**config.mk**
```make
export PLATFORM = sky130hd
export DESIGN_NAME = gpio_edge_irq_top
export DESIGN_NICKNAME = d
export VERILOG_FILES = /design/src/rtl/gpio_edge_pkg.sv /design/src/rtl/gpio_edge_bank.sv /design/src/rtl/gpio_irq_merge.sv /design/src/rtl/gpio_wake_pulse.sv /design/src/rtl/gpio_edge_irq_top.sv
export SDC_FILE = /design/constraint.sdc
export NUM_CORES = 1
export LEC_CHECK = 0
export ABC_AREA = 1
export ABC_CLOCK_PERIOD_IN_PS = 1900
export BUFFER_PORTS_ARGS = -buffer_cell sky130_fd_sc_hd__buf_4
export CORE_AREA = 2 2 262 264
export CTS_CLUSTER_SIZE = 12
export DETAILED_ROUTE_END_ITERATION = 12
export DIE_AREA = 0 0 264 266
export MAX_ROUTING_LAYER = met4
export SLEW_MARGIN = 20
export SYNTH_ARGS = -nofsm -noshare
export SYNTH_HDL_FRONTEND = slang
export SYNTH_HIERARCHICAL = 1
export SYNTH_SLANG_ARGS = --single-unit
```
**constraint.sdc**
```tcl
create_clock -name clk -period 1.9 [get_ports clk]
set_clock_uncertainty 0.1 [all_clocks]
set_input_delay 0.095 -clock clk [delete_from_list [all_inputs] [get_ports clk]]
set_output_delay 0.095 -clock clk [all_outputs]
set_load 0.01 [all_outputs]
```
**src/rtl/gpio_edge_pkg.sv**
```systemverilog
package gpio_edge_pkg;
   localparam int BANK_W    = 32;
   localparam int MAX_BANKS = 4;

   typedef logic [BANK_W-1:0] bank_word_t;

   // Hard-wired wake-capable pin set, one word per bank.
   function automatic bank_word_t wake_mask(input int idx);
      case (idx)
         0:       return 32'h8003_FE1B;
         1:       return 32'h0020_01FC;
         2:       return 32'hEC08_0000;
         3:       return 32'h0012_007F;
         default: return '0;
      endcase
   endfunction

   // Bits of bank idx whose global pin index lies below the line count.
   function automatic bank_word_t line_mask(input int idx, input int lines);
      bank_word_t m;
      for (int i = 0; i < BANK_W; i++)
         m[i] = ((idx * BANK_W + i) < lines);
      return m;
   endfunction
endpackage

```
**src/rtl/gpio_edge_bank.sv**
```systemverilog
module gpio_edge_bank
   import gpio_edge_pkg::*;
#(
   parameter int BANK_IDX = 0,
   parameter int LINES    = 100
) (
   input  logic       clk,
   input  logic       rst_n,
   input  bank_word_t pin,
   input  bank_word_t dir,
   input  bank_word_t ren,
   input  bank_word_t fen,
   input  logic       clr_hit,
   input  bank_word_t clr_mask,
   output bank_word_t status,
   output logic       wake_hit
);
   localparam bank_word_t VALID = line_mask(BANK_IDX, LINES);
   localparam bank_word_t WAKE  = wake_mask(BANK_IDX) & VALID;

   bank_word_t prev_q, stat_q;
   bank_word_t is_in, rise, fall, edges, clr_eff, stat_d;

   always_comb begin
      is_in   = ~dir & VALID;
      rise    = pin & ~prev_q & ren & is_in;
      fall    = ~pin & prev_q & fen & is_in;
      edges   = rise | fall;
      clr_eff = clr_hit ? clr_mask : '0;
      // new edges are OR-ed after the clear, so they win a collision
      stat_d  = (stat_q & ~clr_eff) | edges;
      wake_hit = |((pin ^ prev_q) & is_in & WAKE);
   end

   always_ff @(posedge clk or negedge rst_n) begin
      if (!rst_n) begin
         prev_q <= '0;
         stat_q <= '0;
      end else begin
         prev_q <= pin;   // every pin, output or not
         stat_q <= stat_d;
      end
   end

   assign status = stat_q;

   // a set bit that was not cleared is still set
   p_sticky_r3: assert property (@(posedge clk) disable iff (!rst_n)
      1 |=> (($past(stat_q) & ~$past(clr_eff) & ~stat_q) == '0));
   // an edge always leaves its bit set, clear or not
   p_edge_wins_r4: assert property (@(posedge clk) disable iff (!rst_n)
      1 |=> (($past(edges) & ~stat_q) == '0));
   // a newly set bit needs an input pin whose sample changed
   p_new_needs_change_r10: assert property (@(posedge clk) disable iff (!rst_n)
      1 |=> ((stat_q & ~$past(stat_q) & ~($past(pin) ^ $past(prev_q))) == '0));
   p_new_input_only_r1: assert property (@(posedge clk) disable iff (!rst_n)
      1 |=> ((stat_q & ~$past(stat_q) & $past(dir)) == '0));
   // absent pins stay clear
   p_absent_quiet_r9: assert property (@(posedge clk) disable iff (!rst_n)
      (stat_q & ~VALID) == '0);
endmodule

```
**src/rtl/gpio_irq_merge.sv**
```systemverilog
module gpio_irq_merge
   import gpio_edge_pkg::*;
#(
   parameter int NUM_BANKS = 4
) (
   input  logic                          clk,
   input  logic                          rst_n,
   input  logic [NUM_BANKS*BANK_W-1:0]   status,
   output logic                          irq0,
   output logic                          irq1,
   output logic                          irq_rest
);
   localparam int PINS = NUM_BANKS * BANK_W;

   logic rest_any;
   assign rest_any = |status[PINS-1:2];

   always_ff @(posedge clk or negedge rst_n) begin
      if (!rst_n) begin
         irq0     <= 1'b0;
         irq1     <= 1'b0;
         irq_rest <= 1'b0;
      end else begin
         irq0     <= status[0];
         irq1     <= status[1];
         irq_rest <= rest_any;
      end
   end

   p_irq0_tracks_r5: assert property (@(posedge clk) disable iff (!rst_n)
      1 |=> (irq0 == $past(status[0])) && (irq1 == $past(status[1])));
   p_rest_tracks_r6: assert property (@(posedge clk) disable iff (!rst_n)
      1 |=> (irq_rest == ($past(status[PINS-1:2]) != '0)));
endmodule

```
**src/rtl/gpio_wake_pulse.sv**
```systemverilog
module gpio_wake_pulse #(
   parameter int NUM_BANKS = 4
) (
   input  logic                 clk,
   input  logic                 rst_n,
   input  logic [NUM_BANKS-1:0] hit,
   input  logic                 halted,
   output logic                 wake_req
);
   always_ff @(posedge clk or negedge rst_n) begin
      if (!rst_n) wake_req <= 1'b0;
      else        wake_req <= halted && (|hit);
   end

   p_wake_needs_halt_r7: assert property (@(posedge clk) disable iff (!rst_n)
      wake_req |-> $past(halted));
   p_wake_needs_source_r8: assert property (@(posedge clk) disable iff (!rst_n)
      wake_req |-> ($past(hit) != '0));
endmodule

```
**src/rtl/gpio_edge_irq_top.sv**
```systemverilog
module gpio_edge_irq_top
   import gpio_edge_pkg::*;
#(
   parameter int NUM_BANKS  = 4,
   parameter int LINES      = 100,
   parameter int PINS       = NUM_BANKS * BANK_W,
   parameter int BANK_IDX_W = (NUM_BANKS > 1) ? $clog2(NUM_BANKS) : 1
) (
   input  logic                  clk,
   input  logic                  rst_n,
   input  logic [PINS-1:0]       pin_in,
   input  logic [PINS-1:0]       dir_out,
   input  logic [PINS-1:0]       rise_en,
   input  logic [PINS-1:0]       fall_en,
   input  logic                  clr_valid,
   input  logic [BANK_IDX_W-1:0] clr_bank,
   input  logic [BANK_W-1:0]     clr_mask,
   input  logic                  halted,
   output logic [PINS-1:0]       status_flat,
   output logic                  irq_pin0,
   output logic                  irq_pin1,
   output logic                  irq_rest,
   output logic                  wake_req
);
   if (NUM_BANKS < 1 || NUM_BANKS > MAX_BANKS) begin : g_bad_banks
      $error("NUM_BANKS must lie in 1..%0d", MAX_BANKS);
   end
   if (LINES < 3 || LINES > PINS) begin : g_bad_lines
      $error("LINES must lie in 3..PINS");
   end
   if (PINS != NUM_BANKS * BANK_W) begin : g_bad_pins
      $error("PINS is derived and must not be overridden");
   end

   logic [NUM_BANKS-1:0] wake_hits;

   for (genvar b = 0; b < NUM_BANKS; b++) begin : g_bank
      logic hit_this;
      assign hit_this = clr_valid && (clr_bank == BANK_IDX_W'(b));
      gpio_edge_bank #(.BANK_IDX(b), .LINES(LINES)) u_bank (
         .clk      (clk),
         .rst_n    (rst_n),
         .pin      (pin_in [b*BANK_W +: BANK_W]),
         .dir      (dir_out[b*BANK_W +: BANK_W]),
         .ren      (rise_en[b*BANK_W +: BANK_W]),
         .fen      (fall_en[b*BANK_W +: BANK_W]),
         .clr_hit  (hit_this),
         .clr_mask (clr_mask),
         .status   (status_flat[b*BANK_W +: BANK_W]),
         .wake_hit (wake_hits[b])
      );
   end

   gpio_irq_merge #(.NUM_BANKS(NUM_BANKS)) u_irq (
      .clk      (clk),
      .rst_n    (rst_n),
      .status   (status_flat),
      .irq0     (irq_pin0),
      .irq1     (irq_pin1),
      .irq_rest (irq_rest)
   );

   gpio_wake_pulse #(.NUM_BANKS(NUM_BANKS)) u_wake (
      .clk      (clk),
      .rst_n    (rst_n),
      .hit      (wake_hits),
      .halted   (halted),
      .wake_req (wake_req)
   );
endmodule

```
## After elaboration in Yosys (flattened, before gate mapping)

Cells that the tools add are included.

- Bits in writable memories: 0
- Word-level logic and storage cells: 87
- Latch bits: 0
- Bits of input ports: 550
- Output and inout port bits: 132
- Bits in registers: 260
- ROM bits: 0
- Memories kept: 0

- Reduce and logical (&&, ||, !) cells: 8
- Bitwise gates (word level): 60
- Add/subtract/negate cells: 0
- Shifts and indexed selects: 0
- Magnitude comparators: 0
- Equal/unequal tests: 3
- Multiply operators: 0
- Muxes and demuxes: 4
- Div/mod/pow operators: 0

Operator list:

| cell | count |
|---|---|
| AND 32 bit | 28 |
| inverter 32 bit | 15 |
| OR 32 bit | 8 |
| two-way mux 32 bit | 4 |
| OR reduction 126 bit | 1 |
| AND 32 x 4 -> 32 bit | 2 |
| XOR 32 bit | 2 |
| OR reduction 32 bit | 1 |
| AND 22 bit | 1 |
| XOR 22 bit | 1 |
| logical AND 1 bit | 5 |
| AND 4 bit | 1 |
| == test 2 bit (second input constant) | 2 |
| inverter 4 bit | 1 |
| XOR 4 bit | 1 |
| == test 2 x 1 -> 1 bit (second input constant) | 1 |
| logical NOT 2 bit | 1 |

## Longest topological paths before layout

- Depth after elaboration: 6
- Mapped depth: 9
- Gate-level depth less buffers: 9

## Cells and area by module

Netlist, hierarchy kept.

Modules (own cells, without submodules):

| module | area an instance (µm²) | cells an instance | times used |
|---|---|---|---|
| gpio_edge_bank (g_bank[1].u_bank) | 3201.8 | 434 | 1 |
| gpio_edge_bank (g_bank[0].u_bank) | 3176.8 | 377 | 1 |
| gpio_edge_bank (g_bank[2].u_bank) | 3121.7 | 423 | 1 |
| gpio_edge_bank (g_bank[3].u_bank) | 1398.8 | 114 | 1 |
| gpio_irq_merge | 728.2 | 167 | 1 |
| gpio_wake_pulse | 41.3 | 5 | 1 |
| gpio_edge_irq_top | 30.0 | 8 | 1 |

## Worst setup path before layout

No wires, ideal clock.

- Path type: reg2reg
- From: reg g_bank[0].u_bank.prev_q[17]
- To: reg u_wake.wake_req
- Arrival: 1178 ps
- Period minus slack after synthesis: 1355 ps
- Path slack: 545 ps
- Library setup time: 77 ps
- Cell stages (with the launch flop): 8
- Required time: 1723 ps
- Path through: dfrtp_1 > ha_1 > or2_2 > o21ai_0 > nor2_1 > nand2_1 > nor2_1 > a21oi_1

- Cells in the longest elaborated chain, start to end: 4

RTL lines:

| element | RTL line | RTL |
|---|---|---|
| start, declared | gpio_edge_bank.sv:21 | `bank_word_t prev_q, stat_q;` |
| start signal, assigned | gpio_edge_bank.sv:40 | `prev_q <= pin;` |
| XOR 32 bit | gpio_edge_bank.sv:32 | `wake_hit = \|((pin ^ prev_q) & is_in & WAKE);` |
| AND 32 bit | gpio_edge_bank.sv:32 |  |
| OR reduction 32 bit | gpio_wake_pulse.sv:12 | `else wake_req <= halted && (\|hit);` |
| logical AND 1 bit | gpio_wake_pulse.sv:12 |  |
| end signal, assigned | gpio_wake_pulse.sv:12 |  |
| end, declared | gpio_wake_pulse.sv:8 | `output logic wake_req` |

Every way passes these cells.

## Worst setup path after layout

- From: reg g_bank[3].u_bank.prev_q[0]
- To: reg u_wake.wake_req

- Cells in the longest elaborated chain, start to end: 4

RTL lines:

| element | RTL line |
|---|---|
| start, declared | gpio_edge_bank.sv:21 |
| start signal, assigned | gpio_edge_bank.sv:40 |
| XOR 4 bit | gpio_edge_bank.sv:32 |
| AND 4 bit | gpio_edge_bank.sv:32 |
| OR reduction 32 bit | gpio_wake_pulse.sv:12 |
| logical AND 1 bit | gpio_wake_pulse.sv:12 |

Every way passes these cells.

==> flow_metrics.env <==
export IMPL_worstPathMaxFanout=2
export IMPL_buffer_cell_driving_the_clock_tree_root="clkbuf_16"
export IMPL_hold_path_endpoint="u_wake/wake_req$_DFF_PN0_"
export IMPL_placed_cell_area_mm2=0.0173
export IMPL_power_ir_vdd_worst_mv=0.620
export IMPL_crit_start="g_bank[3].u_bank/prev_q[0]$_DFF_PN0_"
export IMPL_fin_ws_ps=73.1
export IMPL_regToRegStartpoint="g_bank[3].u_bank/prev_q[0]$_DFF_PN0_"
export IMPL_syn_inst=1528
export IMPL_synth_top_cell_area_share_pct=49.6
export IMPL_synth_largest_area_cell="dfrtp_1"
export IMPL_worst_slew_pin_slew_ps=449
export IMPL_ys_seq_area_share_pct=49.6
export IMPL_most_frequent_cells_in_the_layout="buf_4 (587), nand2_1 (519), dlygate4sd3_1 (425)"
export IMPL_post_drt_via_cell_ratio=3.91
export IMPL_start_util_pct=17.3
export IMPL_worstSetupStartpointType="flop"
export IMPL_place_detailed_hpwl_um=41100
export IMPL_dieArea_mm2=0.0702
export IMPL_setup_tns_final_ps=0
export IMPL_use_met3_pct=3.72
export IMPL_detailedRoute_firstPassIterationCount=5
export IMPL_unrepaired_setup_endpoints_after_global_routing="false"
export IMPL_floorplan_die_width_um=264
export IMPL_finalSetupViolations=0
export IMPL_timing_final_crit_period_ps=1830
export IMPL_detail_route_wirelength_um=56500
export IMPL_io_buffers=569
export IMPL_cts_tree="done"
export IMPL_period_share_pct=96.2
export IMPL_synth_distinct_cells=19
export IMPL_io_pin_count=682
export IMPL_areaGrowthSynthToFinish_pct=93.0
export IMPL_core_rowCount=96
export IMPL_first_pass_grt_wire_length_um=82600
export IMPL_power_density_mw_per_mm2=687
export IMPL_ff_latch_count_synth=232
export IMPL_clock_insertion_delay_worst_skew_ps=580
export IMPL_busiest_layer="met2"
export IMPL_grt_total_usage_pct=15.9
export IMPL_min_path_cells=8
export IMPL_path_buf_inv=1
export IMPL_globalRouteMet2Util_pct=26.5
export IMPL_totalPowerFinal_w=0.0155
export IMPL_finish_instance_area_mm2=0.0226
export IMPL_coreArea_mm2=0.0677
export IMPL_worstHoldStart="dir_out[39]"
export IMPL_drv_cap=0
export IMPL_finalHoldViolations=0
export IMPL_use_met1_pct=18.7
export IMPL_ys_warn_count=6
export IMPL_final_core_util_pct=33.3
export IMPL_cp_data_required_time_ps=2310
export IMPL_synth_nets=2142
export IMPL_critical_path_top_cell_by_count="nor2_1"
export IMPL_data_arrival_time_at_the_worst_slack_endpoint_ps=2240
export IMPL_grt_antenna_before_repair=3
export IMPL_n_fill_cell=6851
export IMPL_crit_family="buffers and inverters"
export IMPL_final_max_slew_violation_count=0
export IMPL_drt_wirelength_per_cell_um=16.3
export IMPL_vias_in_the_first_global_route=14400
export IMPL_avgSynthCellArea_um2=7.66
export IMPL_critical_path_endpoint_type="flop"
export IMPL_p_leak_nw=11.8
export IMPL_timing_critical_path_slowest_stage_cell="dlygate4sd3_1"
export IMPL_drive_gt1_share_pct=25.2
export IMPL_rr_endpoint="u_wake/wake_req$_DFF_PN0_"
export IMPL_clock_sinks=232
export IMPL_number_of_cts_inserted_buffers=30
export IMPL_synth_area_leaders="dfrtp_1 (50%), nand2_1 (17%), inv_1 (11%)"
export IMPL_via_count=13600
export IMPL_critical_setup_path_class="reg -> reg"
export IMPL_cts_reportedPaths_clkPinSlew_ps=60
export IMPL_run_status="completed"
export IMPL_final_nets=3181
export IMPL_route_antenna_remaining_nets=0
export IMPL_drtIter0Drc=609
export IMPL_final_common_cell="buf_4"
export IMPL_gr_total_overflow=0
export IMPL_min_delay_path_class="in -> reg"
export IMPL_cts_htree_levels=1
export IMPL_maxClockFrequency_mhz=547
export IMPL_cts_root_to_sink_buffers=3
export IMPL_grt_start_max_net_pins=58
export IMPL_crit_path_cell_trace="ha_1 > nor2_1 > nor2_1 > dlygate4sd3_1 > nand2_1 > nor2_1 > a21oi_1"
export IMPL_cell_area_after_synthesis_mm2=0.0117
export IMPL_dp_worst_setup_slack_ps=-71.2
export IMPL_worst_r2r_path_cells=7
export IMPL_worst_r2r_setup_slack_ps=70
export IMPL_gp_congestion=0.851
export IMPL_cp_slowest_stage_delay_ps=550
export IMPL_detail_route_drc_violations=0
export IMPL_dieHeight_um=266
export IMPL_slew_limit_headroom_pct=69.8
layout make-up:
type,count,area [µm²],share of cell area (%)
Clock inverter,8,146,0.648
Clock buffer,43,881,3.90
Antenna cell,3,7.51,0.0333
Sequential cell,232,5810,25.7
Multi-Input combinational cell,939,4540,20.1
Timing Repair Buffer,1019,8800,39.0
Tap cell,882,1100,4.89
Inverter,345,1290,5.74
timing repair:
action | CTS | global route
hold endpoints to repair | 461 | 7
endpoints found under the setup margin | 1 | 16
pin swaps | 0 | 4
resized for setup | 1 | 2
hold buffers | 429 | 12
setup buffers | 0 | 0
power by group:
part	switching [W]	total, W	internal [W]	leakage, nW
combinational	0.00166	0.00369	0.00202	8.66
clock	0.00231	0.00603	0.00372	0.501
sequential	0.000390	0.00578	0.00539	2.64
worst max-delay path by stage:
stage,depth (start not counted),slack [ps],endpoint
after floorplan,7,540,u_wake/wake_req$_DFF_PN0_
after global placement,6,-40,u_wake/wake_req$_DFF_PN0_
after detailed placement,6,-70,u_wake/wake_req$_DFF_PN0_
after CTS,6,10,g_bank[1].u_bank/status[29]$_DFF_PN0_
after global routing,7,9,u_wake/wake_req$_DFF_PN0_
final,7,70,u_wake/wake_req$_DFF_PN0_
state kept, by name, summed over array words and instances (netlist names):
register	flops
u_irq/irq1	1
u_irq/irq_rest	1
u_wake/wake_req	1
g_bank.u_bank/status	128
u_irq/irq0	1
g_bank.u_bank/prev_q	100
cells by family after synthesis:
logic type               Yosys count  share of synthesized area [%]
buffers and inverters            357                           11.9
AO/OA/AOI/OAI                     63                           3.29
AND/OR/NAND/NOR                  812                           28.3
flip-flops                       232                           49.6
adder cells (fa/ha/maj)           64                           6.84
Yosys cell counts:
cell type / count
nor2_2: 1
nand2_2: 2
nand4_1: 12
nor2_1: 109
clkbuf_2: 2
dfrtp_1: 232
and2_1: 5
inv_1: 345
buf_4: 6
nand3_1: 162
nand4_2: 1
nand2_1: 519
a21boi_0: 28
buf_6: 4
ha_1: 64
o21ai_1: 6
a21oi_1: 12
or2_2: 1
o21ai_0: 17
worst min-delay path, stage by stage:
cell	delay, ps
buf_4	80
inv_1	60
nand2_1	70
nand2_1	80
nor2_1	90
nand2_1	60
nor2_1	90
a21oi_1	70
per-stage QoR:
stage / hold WS (ps) / cells
2_1_floorplan: -301 / 1528
3_3_place_gp: -65.0 / 2991
3_5_place_dp: -66.0 / 2991
4_1_cts: 34.4 / 3471
5_1_grt: 51.6 / 3471
6_report: 44.1 / 3471
routing by layer:
layer,share of wire [%],routed length [µm]
met3,6.5,3690
met1,42,23800
met5,0,0
met4,4.2,2360
met2,47,26600
Power figures use the tool's default switching activity.
